File: src/rtl/tmstk_pkg.sv
// Shared widths and the stack entry layout for the transactional SIMT stack.
package tmstk_pkg;
    parameter int TM_WARP = 4;   // scalar threads per warp
    parameter int TM_PCW  = 16;  // program counter width

    // One reconvergence stack entry
    typedef struct packed {
        logic [TM_PCW-1:0]  pc;        // next PC of this thread group
        logic [TM_PCW-1:0]  rpc;       // PC where the group pops
        logic [TM_PCW-1:0]  retry_pc;  // begin PC (transaction entries only)
        logic [TM_WARP-1:0] mask;      // threads of this group
        logic               is_tx;     // 1: transaction retry entry
    } stk_ent_t;
endpackage

File: src/rtl/tmstk_store.sv
// Register storage for the stack. Accepts a rewrite of the top slot, up to two
// pushes, or a pop each cycle. Assumes the controller never asks for an
// illegal mix (push and pop together, push past DEPTH, pop of the bottom).
module tmstk_store
    import tmstk_pkg::*;
#(
    parameter int                DEPTH    = 8,
    parameter logic [TM_PCW-1:0] START_PC = '0,
    localparam int DW = $clog2(DEPTH + 1),
    localparam int AW = $clog2(DEPTH),
    localparam int EW = $bits(stk_ent_t)
) (
    input  logic          clk,
    input  logic          rst_n,
    input  logic          top_we,
    input  stk_ent_t      top_wdata,
    input  logic [1:0]    push_n,
    input  stk_ent_t      push_lo,
    input  stk_ent_t      push_hi,
    input  logic          pop,
    output stk_ent_t      top_ent,
    output logic [DW-1:0] depth
);

    logic [DEPTH*EW-1:0] flat;
    logic [AW-1:0]       top_idx;
    stk_ent_t            base_ent;

    assign base_ent = '{pc: START_PC, rpc: '1, retry_pc: '0, mask: '1, is_tx: 1'b0};
    assign top_idx  = AW'(depth - 1'b1);

    generate
        for (genvar g = 0; g < DEPTH; g++) begin : g_slot
            stk_ent_t ent_q;
            // Slot g: load base on reset, then take a push or a top rewrite
            always_ff @(posedge clk) begin
                if (!rst_n) begin
                    ent_q <= (g == 0) ? base_ent : '0;
                end else if (push_n != 2'd0 && DW'(g) == depth) begin
                    ent_q <= push_lo;
                end else if (push_n == 2'd2 && DW'(g) == depth + 1'b1) begin
                    ent_q <= push_hi;
                end else if (top_we && DW'(g) == depth - 1'b1) begin
                    ent_q <= top_wdata;
                end
            end
            assign flat[g*EW +: EW] = ent_q;
        end
    endgenerate

    // Occupancy: one entry after reset, then pushes minus pops
    always_ff @(posedge clk) begin
        if (!rst_n) depth <= DW'(1);
        else        depth <= depth + DW'(push_n) - DW'(pop);
    end

    assign top_ent = flat[top_idx*EW +: EW];

    AST_DEPTH_BOUND: assert property (@(posedge clk) disable iff (!rst_n)
        depth >= DW'(1) && depth <= DW'(DEPTH));

endmodule

File: src/rtl/tmstk_ctrl.sv
// Combinational next-state decision for one issued instruction. Priority is
// commit, retry-begin, begin, divergent branch, then uniform/plain flow.
// Assumes at most one operation flag is meaningful per issue.
module tmstk_ctrl
    import tmstk_pkg::*;
#(
    parameter int DEPTH = 8,
    localparam int DW = $clog2(DEPTH + 1)
) (
    input  stk_ent_t           top_ent,
    input  logic [DW-1:0]      depth,
    input  logic [TM_WARP-1:0] retry_q,
    input  logic               issue,
    input  logic               is_branch,
    input  logic [TM_WARP-1:0] br_taken,
    input  logic [TM_PCW-1:0]  br_target,
    input  logic [TM_PCW-1:0]  br_reconv,
    input  logic               is_tx_begin,
    input  logic [TM_PCW-1:0]  tx_exit_pc,
    input  logic               is_tx_commit,
    input  logic [TM_WARP-1:0] tx_abort,
    output logic               top_we,
    output stk_ent_t           top_wdata,
    output logic [1:0]         push_n,
    output stk_ent_t           push_lo,
    output stk_ent_t           push_hi,
    output logic               pop,
    output logic [TM_WARP-1:0] retry_d,
    output logic               ovf_set
);

    logic [TM_PCW-1:0]  seq_pc, flow_pc;
    logic [TM_WARP-1:0] taken_act, fail_mask;
    logic               commit_act, rebegin, diverge, want_t, want_nt, can_pop;
    logic [DW-1:0]      room, need;
    stk_ent_t           ent_t, ent_nt;

    // Derived conditions of the issued instruction against the top entry
    always_comb begin
        seq_pc     = top_ent.pc + 1'b1;
        taken_act  = br_taken & top_ent.mask;
        fail_mask  = retry_q | (tx_abort & top_ent.mask);
        commit_act = is_tx_commit && top_ent.is_tx;
        rebegin    = is_tx_begin && top_ent.is_tx && (top_ent.retry_pc == top_ent.pc);
        diverge    = is_branch && (taken_act != '0) && (taken_act != top_ent.mask);
        want_t     = (br_target != br_reconv);
        want_nt    = (seq_pc != br_reconv);
        need       = DW'(want_t) + DW'(want_nt);
        room       = DW'(DEPTH) - depth;
        can_pop    = (depth > DW'(1)) && !top_ent.is_tx;
        flow_pc    = (is_branch && taken_act != '0) ? br_target : seq_pc;
        ent_t      = '{pc: br_target, rpc: br_reconv, retry_pc: '0, mask: taken_act, is_tx: 1'b0};
        ent_nt     = '{pc: seq_pc, rpc: br_reconv, retry_pc: '0,
                       mask: top_ent.mask & ~taken_act, is_tx: 1'b0};
    end

    // Stack command selection
    always_comb begin
        top_we    = 1'b0;
        top_wdata = top_ent;
        push_n    = 2'd0;
        push_lo   = '0;
        push_hi   = '0;
        pop       = 1'b0;
        retry_d   = retry_q;
        ovf_set   = 1'b0;
        if (issue) begin
            if (commit_act) begin
                if (fail_mask != '0) begin
                    top_we             = 1'b1;
                    top_wdata.pc       = top_ent.retry_pc;
                    top_wdata.mask     = fail_mask;
                    retry_d            = fail_mask;
                end else begin
                    pop     = 1'b1;
                    retry_d = '0;
                end
            end else if (rebegin) begin
                top_we       = 1'b1;
                top_wdata.pc = seq_pc;
                retry_d      = '0;
            end else if (is_tx_begin) begin
                if (room >= DW'(1)) begin
                    top_we       = 1'b1;
                    top_wdata.pc = tx_exit_pc;
                    push_n       = 2'd1;
                    push_lo      = '{pc: seq_pc, rpc: tx_exit_pc, retry_pc: top_ent.pc,
                                     mask: top_ent.mask, is_tx: 1'b1};
                    retry_d      = '0;
                end else begin
                    ovf_set = 1'b1;
                end
            end else if (diverge) begin
                if (room >= need) begin
                    top_we       = 1'b1;
                    top_wdata.pc = br_reconv;
                    push_n       = need[1:0];
                    if (want_nt) begin
                        push_lo = ent_nt;
                        push_hi = ent_t;
                    end else begin
                        push_lo = ent_t;
                    end
                end else begin
                    ovf_set = 1'b1;
                end
            end else if (can_pop && flow_pc == top_ent.rpc) begin
                pop = 1'b1;
            end else begin
                top_we       = 1'b1;
                top_wdata.pc = flow_pc;
            end
        end
    end

endmodule

File: src/rtl/tmstk_core.sv
// Top of the transactional SIMT reconvergence stack for one warp. Holds the
// retry mask and the sticky overflow flag; pc and active_mask come straight
// from the top stack entry. Assumes inputs are valid only with issue high.
module tmstk_core
    import tmstk_pkg::*;
#(
    parameter int                DEPTH    = 8,
    parameter logic [TM_PCW-1:0] START_PC = '0,
    localparam int DW = $clog2(DEPTH + 1)
) (
    input  logic               clk,
    input  logic               rst_n,
    input  logic               issue,
    input  logic               is_branch,
    input  logic [TM_WARP-1:0] br_taken,
    input  logic [TM_PCW-1:0]  br_target,
    input  logic [TM_PCW-1:0]  br_reconv,
    input  logic               is_tx_begin,
    input  logic [TM_PCW-1:0]  tx_exit_pc,
    input  logic               is_tx_commit,
    input  logic [TM_WARP-1:0] tx_abort,
    output logic [TM_PCW-1:0]  pc,
    output logic [TM_WARP-1:0] active_mask,
    output logic               stack_overflow
);

    stk_ent_t           top_ent, top_wdata, push_lo, push_hi;
    logic               top_we, pop, ovf_set;
    logic [1:0]         push_n;
    logic [DW-1:0]      depth;
    logic [TM_WARP-1:0] retry_q, retry_d;

    tmstk_ctrl #(.DEPTH(DEPTH)) u_ctrl (
        .top_ent(top_ent), .depth(depth), .retry_q(retry_q), .issue(issue),
        .is_branch(is_branch), .br_taken(br_taken), .br_target(br_target),
        .br_reconv(br_reconv), .is_tx_begin(is_tx_begin), .tx_exit_pc(tx_exit_pc),
        .is_tx_commit(is_tx_commit), .tx_abort(tx_abort), .top_we(top_we),
        .top_wdata(top_wdata), .push_n(push_n), .push_lo(push_lo), .push_hi(push_hi),
        .pop(pop), .retry_d(retry_d), .ovf_set(ovf_set)
    );

    tmstk_store #(.DEPTH(DEPTH), .START_PC(START_PC)) u_store (
        .clk(clk), .rst_n(rst_n), .top_we(top_we), .top_wdata(top_wdata),
        .push_n(push_n), .push_lo(push_lo), .push_hi(push_hi), .pop(pop),
        .top_ent(top_ent), .depth(depth)
    );

    // Retry mask and sticky overflow flag
    always_ff @(posedge clk) begin
        if (!rst_n) begin
            retry_q        <= '0;
            stack_overflow <= 1'b0;
        end else begin
            retry_q        <= retry_d;
            stack_overflow <= stack_overflow | ovf_set;
        end
    end

    assign pc          = top_ent.pc;
    assign active_mask = top_ent.mask;

    AST_MASK_LIVE: assert property (@(posedge clk) disable iff (!rst_n)
        active_mask != '0);
    AST_IDLE_HOLD: assert property (@(posedge clk) disable iff (!rst_n)
        !issue |=> $stable(pc) && $stable(active_mask));
    AST_RETRY_JUMP: assert property (@(posedge clk) disable iff (!rst_n)
        (issue && is_tx_commit && top_ent.is_tx && (tx_abort & active_mask) != '0)
        |=> (pc == $past(top_ent.retry_pc)) && ((active_mask & ~$past(active_mask)) == '0));
    AST_COMMIT_POP: assert property (@(posedge clk) disable iff (!rst_n)
        (issue && is_tx_commit && top_ent.is_tx && retry_q == '0 && (tx_abort & active_mask) == '0)
        |=> depth == $past(depth) - 1'b1);
    AST_OVF_STICKY: assert property (@(posedge clk) disable iff (!rst_n)
        stack_overflow |=> stack_overflow);
    AST_OVF_FREEZE: assert property (@(posedge clk) disable iff (!rst_n)
        ovf_set |=> $stable(pc) && $stable(active_mask) && stack_overflow);

endmodule

File: config.mk
export PLATFORM = sky130hd
export DESIGN_NAME = tmstk_core
export DESIGN_NICKNAME = d
export VERILOG_FILES = /design/src/rtl/tmstk_pkg.sv /design/src/rtl/tmstk_store.sv /design/src/rtl/tmstk_ctrl.sv /design/src/rtl/tmstk_core.sv
export SDC_FILE = /design/constraint.sdc
export NUM_CORES = 2
export LEC_CHECK = 0
export BUFFER_PORTS_ARGS = -buffer_cell sky130_fd_sc_hd__buf_4
export CORE_AREA = 5 5 368 189
export CTS_CLUSTER_DIAMETER = 150
export DETAILED_ROUTE_END_ITERATION = 10
export DIE_AREA = 0 0 373 194
export PLACE_DENSITY = 0.6
export SLEW_MARGIN = 15
export SYNTH_ARGS = -nofsm -noshare
export SYNTH_HDL_FRONTEND = slang
export SYNTH_SLANG_ARGS = --single-unit
File: constraint.sdc
create_clock -name clk -period 9.4 [get_ports clk]
set_input_delay 0.94 -clock clk [delete_from_list [all_inputs] [get_ports clk]]
set_output_delay 0.94 -clock clk [all_outputs]
set_load 0.01 [all_outputs]
==> results.sh <==
export IMPL_chipHeight_um=194
export IMPL_worstPathArrival_ns=9.60
export IMPL_portBuffers=82
export IMPL_critical_path_class="reg2reg"
export IMPL_synth_top_cell_area_share_pct=29.53
export IMPL_fillCellCount=6493
export IMPL_worst_clock_skew_ns=0.02339
export IMPL_rsz0062_at_grt="no"
export IMPL_grt_util_all_layers_pct=45.70
export IMPL_grt_first_pass_wirelength_mm=241.4
export IMPL_insertion_delay_ns=0.63
export IMPL_yosysSeqAreaShare_pct=29.53
export IMPL_crit_top_cell="buf_4"
export IMPL_cts_tree="built"
export IMPL_cts_buffer_depth=3
export IMPL_die_w_um=373
export IMPL_tns_ns=0
export IMPL_layout_drive_gt1_share_pct=14.38
export IMPL_post_drt_wl_per_cell_um=37.97
export IMPL_syn_cell_area_um2=29350
export IMPL_gp_congestion=1.105
export IMPL_grt_max_degree=98
export IMPL_placed_area_um2=31200
export IMPL_antenna_found_initial=8
export IMPL_post_synth_top_count_cell="dfxtp_1"
export IMPL_area_growth_pct=11.43
export IMPL_post_cts_resized=0
export IMPL_timing_fmax_mhz=109.2
export IMPL_core_area_um2=66140
export IMPL_max_stage_delay_ns=0.91
export IMPL_drc=0
export IMPL_startpoint_type="flop"
export IMPL_post_cts_buffers=0
export IMPL_ys_top_cells_by_area="dfxtp_1 (30%), mux4_2 (6.8%), nor2_1 (5.4%)"
export IMPL_first_pass_iters=7
export IMPL_synth_edf_count=0
export IMPL_finalInstanceArea_um2=32710
export IMPL_synth_top_area_cell="dfxtp_1"
export IMPL_setup_violations_final=0
export IMPL_synth_area_per_cell_um2=7.841
export IMPL_fp_row_count=67
export IMPL_min_period_ns=9.154
export IMPL_outcome="finished, final reports clean"
export IMPL_yosysWarnings=0
export IMPL_start_util_pct=44.37
export IMPL_hold_viol_final=0
export IMPL_grt_overflow=0
export IMPL_synth_common_cells="dfxtp_1 (433), nor2_1 (422), nand2_1 (409), clkbuf_1 (300), o21ai_0 (291)"
export IMPL_async_reset_ff_share_pct=0
export IMPL_dp_hpwl_mm=120.8
export IMPL_cts_htree_levels=2
export IMPL_critPathSlowestCell="ha_4"
export IMPL_worst_path_max_fanout=41
export IMPL_post_route_period_util_pct=97.38
export IMPL_slew_violations=0
export IMPL_endpoint_kind="flop"
export IMPL_holdBufCountCts=0
export IMPL_drt_iter0_drc=6271
export IMPL_viasPerCell=7.428
export IMPL_pin_count=83
export IMPL_hp_class="reg2reg"
export IMPL_grt_pass1_vias=30463
export IMPL_cellLeakagePower_uw=0.01151
export IMPL_clock_sinks=433
export IMPL_syn_nets=3825
export IMPL_yosys_register_bits=433
export IMPL_worst_slew_pin_slew_ns=1.335
export IMPL_ir_drop_v=0.0002191
export IMPL_path_clk_slew_ns=0.07
export IMPL_powerDensity_nw_per_um2=368.5
export IMPL_nets=3747
export IMPL_drt_wl_total_mm=174.7
export IMPL_die_area_um2=72360
export IMPL_ys_flop_type="dfxtp_1"
export IMPL_ant_nets=0
export IMPL_num_vias=34175
export IMPL_power_uw=12050
export IMPL_cts_root_buf="clkbuf_16"
export IMPL_synthCells=3743
export IMPL_crit_required_ns=9.85
export IMPL_slew_headroom_pct=10.46
export IMPL_numCtsBuffers=44
export IMPL_drv_cap=0
export IMPL_synth_cell_types=103
-- power by group --
group	internal (uW)	switching, uW
registers	2200	223
logic	2440	5260
clock network	1040	878
total	5690	6360
-- cells by family (layout without fill, tap and decap cells) --
| kind of cell | count (synthesis) | in the layout | synth area share (%) |
|---|---|---|---|
| AOI/OAI and AO/OA | 1335 | 1335 | 30.30 |
| xor gates and xnor gates | 98 | 98 | 3.624 |
| adders and majority gates | 20 | 20 | 0.8782 |
| buffers and inverters | 454 | 410 | 6.659 |
| DFF | 433 | 433 | 29.53 |
| muxes | 213 | 213 | 11.16 |
| other | 0 | 5 | 0 |
| and+or+nand+nor | 1190 | 1190 | 17.84 |
-- per-layer routing --
layer / GRT usage, % / share of wire, % / up-vias
met4: 13.58 / 3.7 / 8
met2: 54.00 / 34 / 3367
met1: 66.45 / 42 / 16452
met5: 0.5205 / 0.048 / -
li1: - / - / 13876
met3: 27.77 / 20 / 472
-- registers in the layout, summed over array words and instances (netlist names) --
| signal | cells |
|---|---|
| retry_q | 4 |
| stack_overflow | 1 |
| u_store.depth | 4 |
| u_store.flat | 424 |
-- worst paths after layout --
kind | from | slack [ns] | to | cells past startpoint
worst min-delay path | u_store.flat[198]$_SDFFE_PN0P_ | 0.45 | u_store.flat[198]$_SDFFE_PN0P_ | 2
worst max-delay path | u_store.depth[1]$_SDFF_PN0_ | 0.25 | u_store.flat[269]$_SDFFE_PN0P_ | 28
worst min register to register | u_store.flat[198]$_SDFFE_PN0P_ | 0.45 | u_store.flat[198]$_SDFFE_PN0P_ | 2
worst max register to register | u_store.depth[1]$_SDFF_PN0_ | 0.25 | u_store.flat[269]$_SDFFE_PN0P_ | 28
-- critical path, delay by kind of cell (launching register included) --
family	cells	cell delay, ns
multiplexers	2	0.81
flip-flops	1	0.44
buffers and inverters	7	1.75
XOR/XNOR	1	0.14
AND/OR/NAND/NOR	11	3.13
AO/OA/AOI/OAI	4	0.93
adder cells (fa/ha/maj)	3	1.70
-- cells in the final DEF (no fill, tap or decap), types with 30 or more instances in the layout --
master and instances:
a22oi_1 75, xnor2_1 52, dfxtp_1 432, mux2i_1 103
a31oi_1 39, o22ai_1 108, o21ai_0 291, nand3_1 86
nor3_1 108, clkbuf_16 47, a211oi_1 33, nor2_1 420
mux4_2 89, o221ai_1 145, xor2_1 30, inv_1 45
o211ai_1 142, a21oi_1 266, nand2_1 408, buf_4 268
-- cell type report --
cell class,instances,area [um2],share of cell area (%)
timing repair buffer,279,2232,6.825
antenna,5,12.51,0.03826
tap,897,1122,3.432
multi-input combinational,2856,18990,58.07
clock inverter,10,92.59,0.2831
inverter,51,198.9,0.6083
sequential,433,8672,26.52
clock buffer,70,1383,4.227
-- through the flow --
step | setup slack, ns | util, % | cells | hold slack (ns)
5_1_grt | 0.02066 | 49.43 | 4596 | 0.4641
3_3_place_gp | 0.9178 | 47.16 | 4516 | 0.4375
3_5_place_dp | 0.7781 | 47.17 | 4516 | 0.4402
6_report | 0.2461 | 49.45 | 4601 | 0.4466
4_1_cts | 0.7382 | 49.41 | 4596 | 0.4496
2_1_floorplan | 1.718 | - | 3743 | 0.4274
(Power assumes the default switching activity.)
